`config.mk`:
```
export PLATFORM = sky130hd
export DESIGN_NAME = mclk_gen
export DESIGN_NICKNAME = d
export VERILOG_FILES = /design/src/rtl/mclk_gen_pkg.sv /design/src/rtl/mclk_cfg_pick.sv /design/src/rtl/mclk_window.sv /design/src/rtl/mclk_phase.sv /design/src/rtl/mclk_gen.sv
export SDC_FILE = /design/constraint.sdc
export NUM_CORES = 1
export LEC_CHECK = 0
export ABC_AREA = 1
export ABC_CLOCK_PERIOD_IN_PS = 3500
export BUFFER_PORTS_ARGS = -buffer_cell sky130_fd_sc_hd__buf_4
export CAP_MARGIN = 20
export CORE_ASPECT_RATIO = 0.5
export CORE_MARGIN = 2
export CORE_UTILIZATION = 60
export DETAILED_ROUTE_END_ITERATION = 8
export HOLD_SLACK_MARGIN = 0.05
export MAX_ROUTING_LAYER = met4
export PLACE_DENSITY_LB_ADDON = 0.05
export SYNTH_ARGS = -nofsm -noshare
export SYNTH_HDL_FRONTEND = slang
export SYNTH_HIERARCHICAL = 1
export SYNTH_SLANG_ARGS = --single-unit
```
`constraint.sdc`:
```
create_clock -name clk -period 3.5 [get_ports clk]
set_input_delay 0.175 -clock clk [delete_from_list [all_inputs] [get_ports clk]]
set_output_delay 0.175 -clock clk [all_outputs]
set_load 0.005 [all_outputs]
```
`src/rtl/mclk_gen_pkg.sv`:
```
package mclk_gen_pkg;
  localparam int DIV_W = 2;
  localparam int ACT_W = 2;
  localparam int LEN_W = DIV_W + 1;

  // divider code to period length in functional cycles
  function automatic logic [LEN_W-1:0] period_len(input logic [DIV_W-1:0] code);
    return LEN_W'(code) + LEN_W'(1);
  endfunction

  // activation code to delay; the unused top code clamps to 2
  function automatic logic [ACT_W-1:0] act_delay(input logic [ACT_W-1:0] code);
    return (code > ACT_W'(2)) ? ACT_W'(2) : code;
  endfunction
endpackage

```
`src/rtl/mclk_cfg_pick.sv`:
```
module mclk_cfg_pick
  import mclk_gen_pkg::*;
#(
  parameter int NCS  = 4,
  parameter int CS_W = 2
) (
  input  logic [NCS*DIV_W-1:0] div_sel,
  input  logic [NCS*ACT_W-1:0] act_sel,
  input  logic [CS_W-1:0]      cs_idx,
  output logic [LEN_W-1:0]     len_out,
  output logic [ACT_W-1:0]     dly_out
);
  logic [LEN_W-1:0] len_tab [NCS];
  logic [ACT_W-1:0] dly_tab [NCS];

  for (genvar g = 0; g < NCS; g++) begin : g_cs
    assign len_tab[g] = period_len(div_sel[g*DIV_W +: DIV_W]);
    assign dly_tab[g] = act_delay(act_sel[g*ACT_W +: ACT_W]);
  end

  always_comb begin
    len_out = LEN_W'(1);
    dly_out = '0;
    for (int i = 0; i < NCS; i++) begin
      if (CS_W'(i) == cs_idx) begin
        len_out = len_tab[i];
        dly_out = dly_tab[i];
      end
    end
  end
endmodule

```
`src/rtl/mclk_window.sv`:
```
module mclk_window
  import mclk_gen_pkg::*;
#(
  parameter int CT_W = 6
) (
  input  logic             clk,
  input  logic             rst_n,
  input  logic             acc_start,
  input  logic [LEN_W-1:0] len_in,
  input  logic [ACT_W-1:0] dly_in,
  input  logic [CT_W-1:0]  tcyc_in,
  output logic             act_nx,
  output logic             first_nx,
  output logic [LEN_W-1:0] len_nx,
  output logic             busy_q
);
  logic [CT_W-1:0]  cnt_q, cnt_nx;
  logic [CT_W-1:0]  tcyc_q, tcyc_nx;
  logic [LEN_W-1:0] len_q;
  logic [ACT_W-1:0] dly_q, dly_nx;
  logic             busy_nx;

  always_comb begin
    len_nx  = acc_start ? len_in  : len_q;
    dly_nx  = acc_start ? dly_in  : dly_q;
    tcyc_nx = acc_start ? tcyc_in : tcyc_q;
    if (acc_start)   cnt_nx = '0;
    else if (&cnt_q) cnt_nx = cnt_q;
    else             cnt_nx = cnt_q + CT_W'(1);
    busy_nx  = acc_start | (busy_q & (cnt_nx < tcyc_q));
    act_nx   = busy_nx & (cnt_nx >= CT_W'(dly_nx)) & (cnt_nx < tcyc_nx);
    first_nx = (cnt_nx == CT_W'(dly_nx));
  end

  always_ff @(posedge clk or negedge rst_n) begin
    if (!rst_n) begin
      cnt_q  <= '0;
      tcyc_q <= '0;
      len_q  <= LEN_W'(1);
      dly_q  <= '0;
      busy_q <= 1'b0;
    end else begin
      cnt_q  <= cnt_nx;
      tcyc_q <= tcyc_nx;
      len_q  <= len_nx;
      dly_q  <= dly_nx;
      busy_q <= busy_nx;
    end
  end

  assert_count_step_R3: assert property (@(posedge clk) disable iff (!rst_n)
    (busy_q && !acc_start && !(&cnt_q)) |=> (cnt_q == $past(cnt_q) + CT_W'(1)));

  assert_cfg_held_R6: assert property (@(posedge clk) disable iff (!rst_n)
    (busy_q && !acc_start) |=> ($stable(len_q) && $stable(dly_q) && $stable(tcyc_q)));

  assert_restart_zero_R9: assert property (@(posedge clk) disable iff (!rst_n)
    acc_start |=> (cnt_q == '0 && busy_q));
endmodule

```
`src/rtl/mclk_phase.sv`:
```
module mclk_phase
  import mclk_gen_pkg::*;
(
  input  logic             clk,
  input  logic             rst_n,
  input  logic             act_nx,
  input  logic             first_nx,
  input  logic [LEN_W-1:0] len_nx,
  output logic             div_q,
  output logic             en_q,
  output logic             gate_n
);
  logic [DIV_W-1:0] ph_q, ph_nx;
  logic [LEN_W-1:0] len_q;
  logic             act_q;

  always_comb begin
    if (first_nx)                               ph_nx = '0;
    else if (LEN_W'(ph_q) + LEN_W'(1) >= len_nx) ph_nx = '0;
    else                                        ph_nx = ph_q + DIV_W'(1);
  end

  always_ff @(posedge clk or negedge rst_n) begin
    if (!rst_n) begin
      ph_q  <= '0;
      len_q <= LEN_W'(1);
      act_q <= 1'b0;
      div_q <= 1'b0;
      en_q  <= 1'b0;
    end else begin
      ph_q  <= ph_nx;
      len_q <= len_nx;
      act_q <= act_nx;
      div_q <= act_nx & (len_nx != LEN_W'(1)) & (LEN_W'(ph_nx) < (len_nx >> 1));
      en_q  <= act_nx & (ph_nx == '0);
    end
  end

  // divide-by-1 path: enable changes only while clk is low
  always_ff @(negedge clk or negedge rst_n) begin
    if (!rst_n) gate_n <= 1'b0;
    else        gate_n <= act_nx & (len_nx == LEN_W'(1));
  end

  assert_phase_range_R1: assert property (@(posedge clk) disable iff (!rst_n)
    act_q |-> (LEN_W'(ph_q) < len_q));

  assert_single_strobe_R8: assert property (@(posedge clk) disable iff (!rst_n)
    (en_q && len_q != LEN_W'(1)) |=> !en_q);

  assert_high_len_R2: assert property (@(posedge clk) disable iff (!rst_n)
    (div_q && len_q == LEN_W'(2)) |=> !div_q);
endmodule

```
`src/rtl/mclk_gen.sv`:
```
module mclk_gen
  import mclk_gen_pkg::*;
#(
  parameter int NCS  = 4,
  parameter int CT_W = 6,
  localparam int CS_W = (NCS > 1) ? $clog2(NCS) : 1
) (
  input  logic                 clk,
  input  logic                 rst_n,
  input  logic [NCS*DIV_W-1:0] div_sel,
  input  logic [NCS*ACT_W-1:0] act_sel,
  input  logic [CS_W-1:0]      cs_idx,
  input  logic                 acc_start,
  input  logic [CT_W-1:0]      cyc_time,
  output logic                 mem_clk,
  output logic                 mem_clk_en
);
  logic [LEN_W-1:0] len_pick, len_nx;
  logic [ACT_W-1:0] dly_pick;
  logic             act_nx, first_nx, busy_q;
  logic             div_q, gate_n;

  mclk_cfg_pick #(.NCS(NCS), .CS_W(CS_W)) i_pick (
    .div_sel (div_sel),
    .act_sel (act_sel),
    .cs_idx  (cs_idx),
    .len_out (len_pick),
    .dly_out (dly_pick)
  );

  mclk_window #(.CT_W(CT_W)) i_win (
    .clk       (clk),
    .rst_n     (rst_n),
    .acc_start (acc_start),
    .len_in    (len_pick),
    .dly_in    (dly_pick),
    .tcyc_in   (cyc_time),
    .act_nx    (act_nx),
    .first_nx  (first_nx),
    .len_nx    (len_nx),
    .busy_q    (busy_q)
  );

  mclk_phase i_phase (
    .clk      (clk),
    .rst_n    (rst_n),
    .act_nx   (act_nx),
    .first_nx (first_nx),
    .len_nx   (len_nx),
    .div_q    (div_q),
    .en_q     (mem_clk_en),
    .gate_n   (gate_n)
  );

  // divided path and divide-by-1 path are never active together
  assign mem_clk = (clk & gate_n) | div_q;

  assert_idle_low_R7: assert property (@(posedge clk) disable iff (!rst_n)
    !busy_q |-> (!div_q && !mem_clk_en));

  assert_rise_strobe_R8: assert property (@(posedge clk) disable iff (!rst_n)
    $rose(div_q) |-> mem_clk_en);

  assert_paths_exclusive_R2: assert property (@(posedge clk) disable iff (!rst_n)
    !(div_q && gate_n));
endmodule

```
### Yosys cells after proc, flatten, opt, wreduce, memory -nomap -nowiden

Index checks and enable logic that the tools add are counted.

* muxes and demuxes: 19
* bitwise gates (word level): 10
* reductions and logical operators: 3
* eq/ne operators: 6
* $add $sub $neg: 7
* order comparisons: 9

Operators with widths (number)
* 2-bit 2-to-1 mux: 11
* 6-bit 2-to-1 mux: 3
* 2-bit by 1-bit adder with 3-bit output (second input constant): 5
* 3-bit 2-to-1 mux: 5
* 6-bit < comparator: 2
* 1-bit AND: 8
* 2-bit greater-than comparator (second input constant): 4
* 6-bit by 1-bit adder with 6-bit output (second input constant): 1
* 6-bit by 2-bit == test with 1-bit output: 1
* 6-bit by 2-bit >= comparator with 1-bit output: 1
* 6-bit AND reduction: 1
* 2-bit == test (first input constant): 2
* 2-bit zero test: 2
* 3-bit by 1-bit == test with 1-bit output (second input constant): 1
* 3-bit >= comparator: 1
* 3-bit by 1-bit inequality test with 1-bit output (second input constant): 1
* 2-bit by 1-bit adder with 2-bit output (second input constant): 1
* 1-bit by 2-bit == test with 1-bit output (first input constant): 1
* 2-bit < comparator: 1
* 1-bit bitwise OR: 2

* flip-flop bits (word level): 23
* logic and storage cells: 63
* input port bits: 27
* output and inout bits: 2

### Longest topological paths before layout

Gate-level depths: netlist of run 1.

* depth after elaboration: 12
* gate-level depth with buffers: 18
* mapped depth without buffers: 18

### By module

Netlist of run 1, hierarchy kept.

By module, submodules not included
* mclk_window: instances 1, sequential area each 451.7 µm², area each 1121.1 µm², cells an instance 142
* mclk_phase: instances 1, sequential area each 125.1 µm², area each 311.5 µm², cells an instance 32
* mclk_cfg_pick: instances 1, sequential area each 0.0 µm², area each 235.2 µm², cells an instance 48
* mclk_gen: instances 1, sequential area each 0.0 µm², area each 11.3 µm², cells an instance 3

==> results.toml, run 1 <==
[layout]
fin_area_um2 = 2410
n_diodes = 0
layout_commonest_cell = "sky130_fd_sc_hd__nand2_1"
share_of_layout_cells_above_drive_strength_1 = 0.399
num-nets-final = 341
fill_cells = 103
final_cell_mix = "sky130_fd_sc_hd__nand2_1 (60), sky130_fd_sc_hd__buf_4 (58), sky130_fd_sc_hd__inv_1 (35), sky130_fd_sc_hd__dfrtp_1 (20), sky130_fd_sc_hd__ha_1 (16)"
syn_to_final_growth_pct = 43.4

[synthesis]
ys_types = 26
synth_enable_flop_cells = 0
post_synth_instance_area_um2 = 1680
synth-seq-area-share = 0.344
synth_top_area_cell = "sky130_fd_sc_hd__dfrtp_1"
async_reset_ff_frac = 1.00
synth.yosys.warnings = 6
syn_nets = 274
synthesis.area_per_instance_um2 = 7.46
ys_dominant_reg_cell = "sky130_fd_sc_hd__dfrtp_1"
synth_register_bits = 23
synth_top_area_share = 0.313
synthesis.instances = 225
synth_area_leaders = "sky130_fd_sc_hd__dfrtp_1 (31%), sky130_fd_sc_hd__ha_1 (16%), sky130_fd_sc_hd__nand2_1 (14%)"

[sta]
timing_max_transition_violations_final = 0
finalHoldViolations = 0
worst_hold_slack_ps = 198
grt_setup_unrepaired = "true"
fin_skew_ps = 25.9
timing.slew.headroom = 0.608
tightestPinTransition_ps = 582
setup_viol = 1
setup_ws_ps = -537

[critical_path]
worstPathMaxFanout = 7
r2r_setup_slack_ps = -540
crit_path_top_delay_cell = "sky130_fd_sc_hd__dfrtp_2"
cp.buffers_inverters = 3
start_kind = "flop"
worst-setup-path-type = "reg -> reg"
data_arrival_time_of_the_critical_path_ps = 2710
path_cells = "ha_4 > nand2_4 > nand2_2 > o211ai_1 > inv_1 > buf_4 > ha_4 > a21o_1 > nor2_1 > nand2_2 > nor2_4 > inv_2 > nor2_2"
timing.critical_path.required_ps = 2170
cpLargestDelayFamily = "simple AND/OR/NAND/NOR gates"
critical_path.endpoint_type = "flop"
timing.critical_path.slowest_cell_delay_ps = 450

[route]
routed-via-count = 1993
drcViolationCount = 0
drt_first_iter_violations = 189
detail_route.first_pass.iterations = 5
detail_route.wirelength_um = 5980
vias_per_cell = 6.08
final_antenna_net_count = 0
average_wire_per_cell_in_the_routed_design_um = 18.2

[cts]
cts_tree = "done"
cts.clk_slew.worst_paths_ps = 80
worstSkewPairLatency_ps = 400

[floorplanning]
floorplan.io_pins = 29
initial_core_util = 0.641
height_of_the_die_um = 41.4
num_rows = 13
core_area_um2 = 2620
die_width_um = 78.8
die-area_um2 = 3260

[power]
power_density_nw_per_um2 = 428
peakVddDrop_v = 0.000358
cellLeakagePower_nw = 1.33

[run_status]
failed_checks = "setup timing"
outcome = "complete, but fails checks"

[grt]
grt_first_pass_wirelength_um = 7830
pin_count_of_the_biggest_net_entering_global_routing = 24
grt_pass1_vias = 1865
grt_util_all_layers = 0.319
grt_antenna_before_repair = 0
grt_overflow_total = 0

[job]
cap_violations = 0

[placed_design]
port_buffers = 28
placed_cell_area_um2 = 2110
dp.final_hpwl_um = 3120
routability_congestion_estimate_from_global_placement = 0.825

[min_path]
timing.hold.worst.class = "in -> reg"
[cell usage after synthesis (5+ instances only)]
library cell and count:
sky130_fd_sc_hd__nand2_1 63, sky130_fd_sc_hd__inv_1 37, sky130_fd_sc_hd__ha_1 22, sky130_fd_sc_hd__dfrtp_1 21, sky130_fd_sc_hd__nor2_1 15, sky130_fd_sc_hd__o21ai_0 11
sky130_fd_sc_hd__nor2_2 7, sky130_fd_sc_hd__nand3_1 6, sky130_fd_sc_hd__or2_2 6, sky130_fd_sc_hd__nand2_2 5, sky130_fd_sc_hd__nand4_1 5
[stage by stage]
stage / setup slack [ps] / setup TNS (ps) / power, mW / std cells / util
final: -537 / -537 / 1.03 / 328 / 0.920
after global routing: -635 / -635 / 1.08 / 328 / 0.920
after CTS: -366 / -366 / 0.965 / 325 / 0.874
after detailed placement: -457 / -457 / 0.681 / 311 / 0.805
after global placement: -297 / -297 / 0.660 / 311 / 0.805
after floorplan: -223 / -223 / 0.556 / 225 / -
[final cells by class]
type	instances	area, um^2	share of cell area
Tap cell	37	46.3	0.0192
Timing Repair Buffer	60	459	0.191
Multi-Input combinational cell	158	1070	0.445
Inverter	42	158	0.0655
Clock inverter	1	5.00	0.00208
Sequential cell	23	578	0.240
Clock buffer	7	90.1	0.0374
[worst register-to-register path: cells and delay by family, from the launching register on]
kind                     cells  cell delay [ps]
AND/OR/NAND/NOR              6              630
AO/OA/AOI/OAI                2              450
flip-flops                   1              450
adder cells (fa/ha/maj)      2              410
buffers and inverters        3              380
[routing by layer]
metal  share of wire  GRT usage  routed length (um)
met1            0.36      0.347                2180
met2            0.47      0.552                2830
met3           0.095     0.0804                 565
met4           0.068      0.159                 405
met5               0          -                   0
[what timing repair did]
item	4_1_cts	5_1_grt
endpoints found under the setup margin	1	1
hold buffers	2	0
gates resized for setup	7	20
buffers inserted	5	3
endpoints found under the hold margin	23	0
pin swaps	9	16
[logic make-up after synthesis]
logic type / count (synthesis) / synth area share
flip-flops: 23 / 0.344
AND/OR/NAND/NOR: 114 / 0.314
buffers and inverters: 44 / 0.101
adder cells (fa/ha/maj): 22 / 0.164
AO/OA/AOI/OAI: 22 / 0.0775
[power by group]
group | switching [mW] | internal, mW | total [mW]
Sequential | 0.0250 | 0.307 | 0.332
Clock | 0.114 | 0.163 | 0.277
Combinational | 0.244 | 0.177 | 0.421
Total | 0.383 | 0.647 | 1.03
[flip-flops by register name, summed over array words and instances (netlist names)]
name,cells
i_phase/gate_n,1
i_phase/en_q,1
i_phase/ph_q,2
i_win/dly_q,2
i_win/len_q,3
i_win/cnt_q,6
i_win/busy_q,1
i_win/tcyc_q,6
i_phase/div_q,1
[path summary, 6_finish.rpt]
kind | startpoint | cells past startpoint | end
max | i_win/cnt_q[1]$_DFF_PN0_ | 13 | i_phase/gate_n$_DFF_NN0_
min | div_sel[6] | 6 | i_win/len_q[0]$_DFF_PN1_
max reg2reg | i_win/cnt_q[1]$_DFF_PN0_ | 13 | i_phase/gate_n$_DFF_NN0_
min reg2reg | i_win/tcyc_q[0]$_DFF_PN0_ | 2 | i_win/tcyc_q[0]$_DFF_PN0_
max in group asynchronous | rst_n | 2 | i_phase/gate_n$_DFF_NN0_
min in group asynchronous | rst_n | 2 | i_win/len_q[1]$_DFF_PN0_
Power figures use the tool's default switching activity.
==> run 2: changes to the inputs <==
--- a/config.mk
+++ b/config.mk
@@ -15,7 +15,7 @@
 export DETAILED_ROUTE_END_ITERATION = 8
 export HOLD_SLACK_MARGIN = 0.05
 export MAX_ROUTING_LAYER = met4
-export PLACE_DENSITY_LB_ADDON = 0.05
+export PLACE_DENSITY = 0.85
 export SYNTH_ARGS = -nofsm -noshare
 export SYNTH_HDL_FRONTEND = slang
 export SYNTH_HIERARCHICAL = 1
==> results.toml, run 2 (synthesized netlist as in run 1, its figures left out) <==
[critical_path]
worstPathMaxFanout = 7
path_cells = "ha_2 > nand2_4 > nor2_4 > o21ai_0 > nor2_1 > buf_4 > ha_1 > nand2_1 > nand2_1 > nand2_1 > nand2_1 > nand2_2 > nand2_2 > nor2_4 > inv_2 > nor2_2"
regToRegStartpoint = "i_win/cnt_q[0]$_DFF_PN0_"
timing.critical_path.required_ps = 2000
r2r_setup_slack_ps = -520
cpLargestDelayFamily = "simple AND/OR/NAND/NOR gates"
data_arrival_time_of_the_critical_path_ps = 2520
crit_path_top_delay_cell = "sky130_fd_sc_hd__dfrtp_1"
critPathMostFrequentCell = "sky130_fd_sc_hd__nand2_1"
start_kind = "flop"
critical_path.endpoint_type = "flop"
cp.buffers_inverters = 2
timing.critical_path.slowest_cell_delay_ps = 390
worst_r2r_endpoint = "i_phase/gate_n$_DFF_NN0_"
ff2ff_path_depth = 16
worst-setup-path-type = "reg -> reg"

[route]
vias_per_cell = 6.13
routed-via-count = 2053
average_wire_per_cell_in_the_routed_design_um = 19.7
final_antenna_net_count = 0
drt_first_iter_violations = 230
detail_route.first_pass.iterations = 5
drcViolationCount = 0
detail_route.wirelength_um = 6580

[grt]
pin_count_of_the_biggest_net_entering_global_routing = 24
grt_util_all_layers = 0.426
grt_antenna_before_repair = 0
grt_pass1_vias = 2053
grt_overflow_total = 0
grt_first_pass_wirelength_um = 10000

[sta]
worst_hold_slack_ps = 262
fin_skew_ps = 26.2
grt_setup_unrepaired = "true"
setup_ws_ps = -518
timing_max_transition_violations_final = 0
finalSetupTns_ps = -518
timing.slew.headroom = 0.690
finalHoldViolations = 0
setup_viol = 1
tightestPinTransition_ps = 460

[floorplanning]
floorplan.io_pins = 29
core_area_um2 = 2620
initial_core_util = 0.641
height_of_the_die_um = 41.4
die-area_um2 = 3260
num_rows = 13
die_width_um = 78.8

[cts]
cts_tree = "done"
worstSkewPairLatency_ps = 400
cts.clk_slew.worst_paths_ps = 90

[placed_design]
dpl.cell_count = 314
preCtsSetupSlack_ps = -449
routability_congestion_estimate_from_global_placement = 0.890
port_buffers = 28
dp.final_hpwl_um = 3170
placed_cell_area_um2 = 2130

[layout]
final_cell_mix = "sky130_fd_sc_hd__buf_4 (66), sky130_fd_sc_hd__nand2_1 (59), sky130_fd_sc_hd__inv_1 (35), sky130_fd_sc_hd__dfrtp_1 (21), sky130_fd_sc_hd__ha_1 (17)"
num-nets-final = 348
postLayoutCoreUtil = 0.929
reg.largest.list = "i_win/cnt_q x6, i_win/tcyc_q x6, i_win/len_q x3"
fill_cells = 95
fin_area_um2 = 2430
n_diodes = 0
finish.cell_count_without_fillers = 335
layout_commonest_cell = "sky130_fd_sc_hd__buf_4"
syn_to_final_growth_pct = 44.9
share_of_layout_cells_above_drive_strength_1 = 0.403

[run_status]
outcome = "complete, but fails checks"
failed_checks = "setup timing"

[power]
cellLeakagePower_nw = 1.36
power_density_nw_per_um2 = 445
peakVddDrop_v = 0.000360
total_power_mw = 1.08

[min_path]
timing.hold.worst.class = "in -> async"

[job]
cap_violations = 0
==> run 2: cell count changes in the layout (fill, tap and decap cells not counted), sizes merged <==
cell,before,now
buf,59,66
clkbuf,6,7
clkinv,3,2
==> run 2: repair_timing <==
action | in CTS | in global routing
resized for setup | 8 | 13
endpoints found under the setup margin | 1 | 1
pin swaps | 5 | 12
hold buffers | 2 | 0
buffers inserted | 8 | 4
hold endpoints to repair | 23 | 0
==> run 2: area by class of cell <==
type | count | area (um^2) | area share
multi-input combinational | 158 | 1050 | 0.432
sequential | 23 | 577 | 0.237
timing repair buffer | 67 | 508 | 0.209
inverter | 42 | 158 | 0.0648
clock buffer | 8 | 93.8 | 0.0386
tap | 37 | 46.3 | 0.0190
==> run 2: how the worst max path moves through the flow <==
stage	startpoint	endpoint	slack (ps)	cells after the start
floorplan	i_win/cnt_q[1]$_DFF_PN0_	i_phase/gate_n$_DFF_NN0_	-220	15
detailed placement	i_win/cnt_q[1]$_DFF_PN0_	i_phase/gate_n$_DFF_NN0_	-450	16
global placement	i_win/cnt_q[1]$_DFF_PN0_	i_phase/gate_n$_DFF_NN0_	-340	16
finish	i_win/cnt_q[0]$_DFF_PN0_	i_phase/gate_n$_DFF_NN0_	-520	16
CTS	i_win/cnt_q[0]$_DFF_PN0_	i_phase/gate_n$_DFF_NN0_	-340	16
global route	i_win/cnt_q[0]$_DFF_PN0_	i_phase/gate_n$_DFF_NN0_	-580	15
==> run 2: routing by layer <==
metal,track usage,share of wire
met2,0.651,0.43
met4,0.283,0.096
met3,0.148,0.11
met1,0.479,0.37
met5,-,0
==> run 2: report_power, final <==
part / internal (mW) / total, mW / switching, mW
combinational: 0.198 / 0.463 / 0.266
sequential: 0.307 / 0.329 / 0.0221
clock: 0.165 / 0.290 / 0.124
==> run 3: changes to the inputs <==
--- a/config.mk
+++ b/config.mk
@@ -5,7 +5,6 @@
 export SDC_FILE = /design/constraint.sdc
 export NUM_CORES = 1
 export LEC_CHECK = 0
-export ABC_AREA = 1
 export ABC_CLOCK_PERIOD_IN_PS = 3500
 export BUFFER_PORTS_ARGS = -buffer_cell sky130_fd_sc_hd__buf_4
 export CAP_MARGIN = 20
@@ -18,5 +17,4 @@
 export PLACE_DENSITY = 0.85
 export SYNTH_ARGS = -nofsm -noshare
 export SYNTH_HDL_FRONTEND = slang
-export SYNTH_HIERARCHICAL = 1
 export SYNTH_SLANG_ARGS = --single-unit
==> results.toml, run 3 <==
[synthesis]
synthesis.area_per_instance_um2 = 9.47
synth.yosys.warnings = 0
synth_register_bits = 23
synth_area_leaders = "sky130_fd_sc_hd__dfrtp_1 (31%), sky130_fd_sc_hd__ha_1 (15%), sky130_fd_sc_hd__mux4_2 (5.3%)"
async_reset_ff_frac = 1.00
ys_top_cells_by_count = "sky130_fd_sc_hd__dfrtp_1 (21), sky130_fd_sc_hd__ha_1 (20), sky130_fd_sc_hd__inv_1 (20)"
ys_types = 48
synthesis.instances = 178
synth_top_area_cell = "sky130_fd_sc_hd__dfrtp_1"
ys_dominant_reg_cell = "sky130_fd_sc_hd__dfrtp_1"
syn_nets = 225
synth_top_area_share = 0.312
yosys.cell_count.top_type = "sky130_fd_sc_hd__dfrtp_1"
post_synth_instance_area_um2 = 1690
synth-seq-area-share = 0.342
synth_enable_flop_cells = 0

[critical_path]
r2r_setup_slack_ps = -810
setup.worst_path.start = "i_win.cnt_q[0]$_DFF_PN0_"
data_arrival_time_of_the_critical_path_ps = 2810
worst_r2r_endpoint = "i_phase.gate_n$_DFF_NN0_"
critPathMostFrequentCell = "sky130_fd_sc_hd__nor2_4"
worstPathMaxFanout = 4
timing.critical_path.slowest_cell_delay_ps = 450
regToRegStartpoint = "i_win.cnt_q[0]$_DFF_PN0_"
worst-setup-path-type = "reg -> reg"
path_cells = "ha_4 > nand3_4 > nor2_4 > buf_4 > xnor2_1 > nand2_1 > ha_1 > nand2b_1 > a21oi_2 > nor2_1 > a2bb2oi_1 > nand3b_4 > nor2_4"
critical_path.endpoint_type = "flop"
start_kind = "flop"
crit_path_top_delay_cell = "sky130_fd_sc_hd__dfrtp_2"
timing.critical_path.required_ps = 2000
cp-endpoint = "i_phase.gate_n$_DFF_NN0_"
ff2ff_path_depth = 13

[sta]
finalHoldViolations = 0
tightestPinTransition_ps = 758
setup_viol = 1
grt_setup_unrepaired = "true"
setup_ws_ps = -807
timing.slew.headroom = 0.490
timing_max_transition_violations_final = 0
fin_skew_ps = 26.0
worst_hold_slack_ps = 104

[power]
cellLeakagePower_nw = 1.28
power_density_nw_per_um2 = 439
peakVddDrop_v = 0.000441
total_power_mw = 1.09

[floorplanning]
initial_core_util = 0.640
core_area_um2 = 2640
num_rows = 13
height_of_the_die_um = 41.5
die-area_um2 = 3270
die_width_um = 79.0
floorplan.io_pins = 29

[layout]
multi_input_comb_area_um2 = 1150
final_cell_mix = "sky130_fd_sc_hd__buf_4 (70), sky130_fd_sc_hd__inv_1 (20), sky130_fd_sc_hd__dfrtp_1 (20), sky130_fd_sc_hd__ha_1 (18), sky130_fd_sc_hd__nor2_1 (11)"
num-nets-final = 301
syn_to_final_growth_pct = 48.0
layout_commonest_cell = "sky130_fd_sc_hd__buf_4"
fill_cells = 73
n_diodes = 0
reg.largest.list = "i_win.cnt_q x6, i_win.tcyc_q x6, i_win.len_q x3"
fin_area_um2 = 2490
area.sequential_um2 = 578
share_of_layout_cells_above_drive_strength_1 = 0.431

[grt]
grt_pass1_vias = 2119
grt_overflow_total = 0
grt_util_all_layers = 0.466
grt_antenna_before_repair = 0
grt_first_pass_wirelength_um = 10800
pin_count_of_the_biggest_net_entering_global_routing = 24

[run_status]
outcome = "complete, but fails checks"
failed_checks = "setup timing"

[route]
detail_route.wirelength_um = 7550
routed-via-count = 2063
drt_first_iter_violations = 310
average_wire_per_cell_in_the_routed_design_um = 26.0
final_antenna_net_count = 0
vias_per_cell = 7.11
drcViolationCount = 0
detail_route.first_pass.iterations = 5

[cts]
cts.clk_slew.worst_paths_ps = 90
worstSkewPairLatency_ps = 410
cts_tree = "done"

[placed_design]
dp.final_hpwl_um = 3410
port_buffers = 28
placed_cell_area_um2 = 2210
routability_congestion_estimate_from_global_placement = 0.934

[job]
cap_violations = 0

[min_path]
timing.hold.worst.class = "in -> reg"
[run 3: changes by cell type in the layout (fill, tap and decap cells not counted), moves of 5 or more]
cell	previous run	this run
sky130_fd_sc_hd__o21ai_0	10	3
sky130_fd_sc_hd__or2_2	6	0
sky130_fd_sc_hd__nor2_2	9	0
sky130_fd_sc_hd__nand2_1	59	10
sky130_fd_sc_hd__inv_1	35	20
sky130_fd_sc_hd__nand4_1	5	0
sky130_fd_sc_hd__inv_2	5	0
[run 3: area by class of cell]
class | instances | share of cell area
multi-input combinational | 129 | 0.460
sequential | 23 | 0.232
timing repair buffer | 72 | 0.220
clock buffer | 8 | 0.0376
inverter | 21 | 0.0316
tap | 37 | 0.0186
[run 3: cells by family after synthesis]
| kind of cell | Yosys count | synth area share |
|---|---|---|
| simple gates | 56 | 0.180 |
| compound gates | 43 | 0.181 |
| xor+xnor | 1 | 0.00520 |
| mux | 9 | 0.0846 |
| flops | 23 | 0.342 |
| fa+ha+maj | 20 | 0.148 |
| buf+inv | 26 | 0.0586 |
[run 3: where the power goes]
part	switching [mW]	internal (mW)	total, mW	leakage (nW)
logic	0.254	0.218	0.472	0.935
clock network	0.119	0.164	0.283	0.0585
registers	0.0315	0.308	0.339	0.287
total	0.405	0.690	1.09	1.28
[run 3: timing repair]
action,CTS,global route
pin swaps,8,10
buffers inserted,6,2
resized for setup,16,11
setup endpoints to repair,1,1
endpoints found under the hold margin,23,0
hold buffers,2,0
cloned,0,0
[run 3: worst min path at each step]
stage,endpoint,depth (start not counted),start
after floorplan,i_phase.div_q$_DFF_PN0_,0,rst_n
after global placement,i_win.dly_q[1]$_DFF_PN0_,1,rst_n
after detailed placement,i_win.dly_q[0]$_DFF_PN0_,1,rst_n
after CTS,i_win.tcyc_q[4]$_DFF_PN0_,3,cyc_time[4]
after global routing,i_win.tcyc_q[4]$_DFF_PN0_,3,cyc_time[4]
final,i_win.tcyc_q[4]$_DFF_PN0_,3,cyc_time[4]
[run 3: critical path: cells and delay by family (launching register included)]
family                   cells  cell delay, ps
adder cells (fa/ha/maj)      2             570
flip-flops                   1             450
XOR/XNOR                     1             180
AO/OA/AOI/OAI                2             350
AND/OR/NAND/NOR              7             740
buffers and inverters        1             130
[run 3: metrics by stage]
stage               setup slack, ps  setup TNS (ps)  cells  utilization
finish                         -807            -807    290        0.946
global route                   -887            -887    290        0.946
CTS                            -567            -567    288        0.927
detailed placement             -778            -778    273        0.839
global placement               -597            -597    273        0.839
floorplan                      -527            -527    178            -
[run 3: routing by layer]
layer  global-route usage  share of wire  vias to the layer above
met1                0.510           0.34                      923
met4                0.345          0.098                        0
met3                0.163           0.15                      104
met2                0.713           0.41                      247
met5                    -              0                        -
li1                     -              -                      789
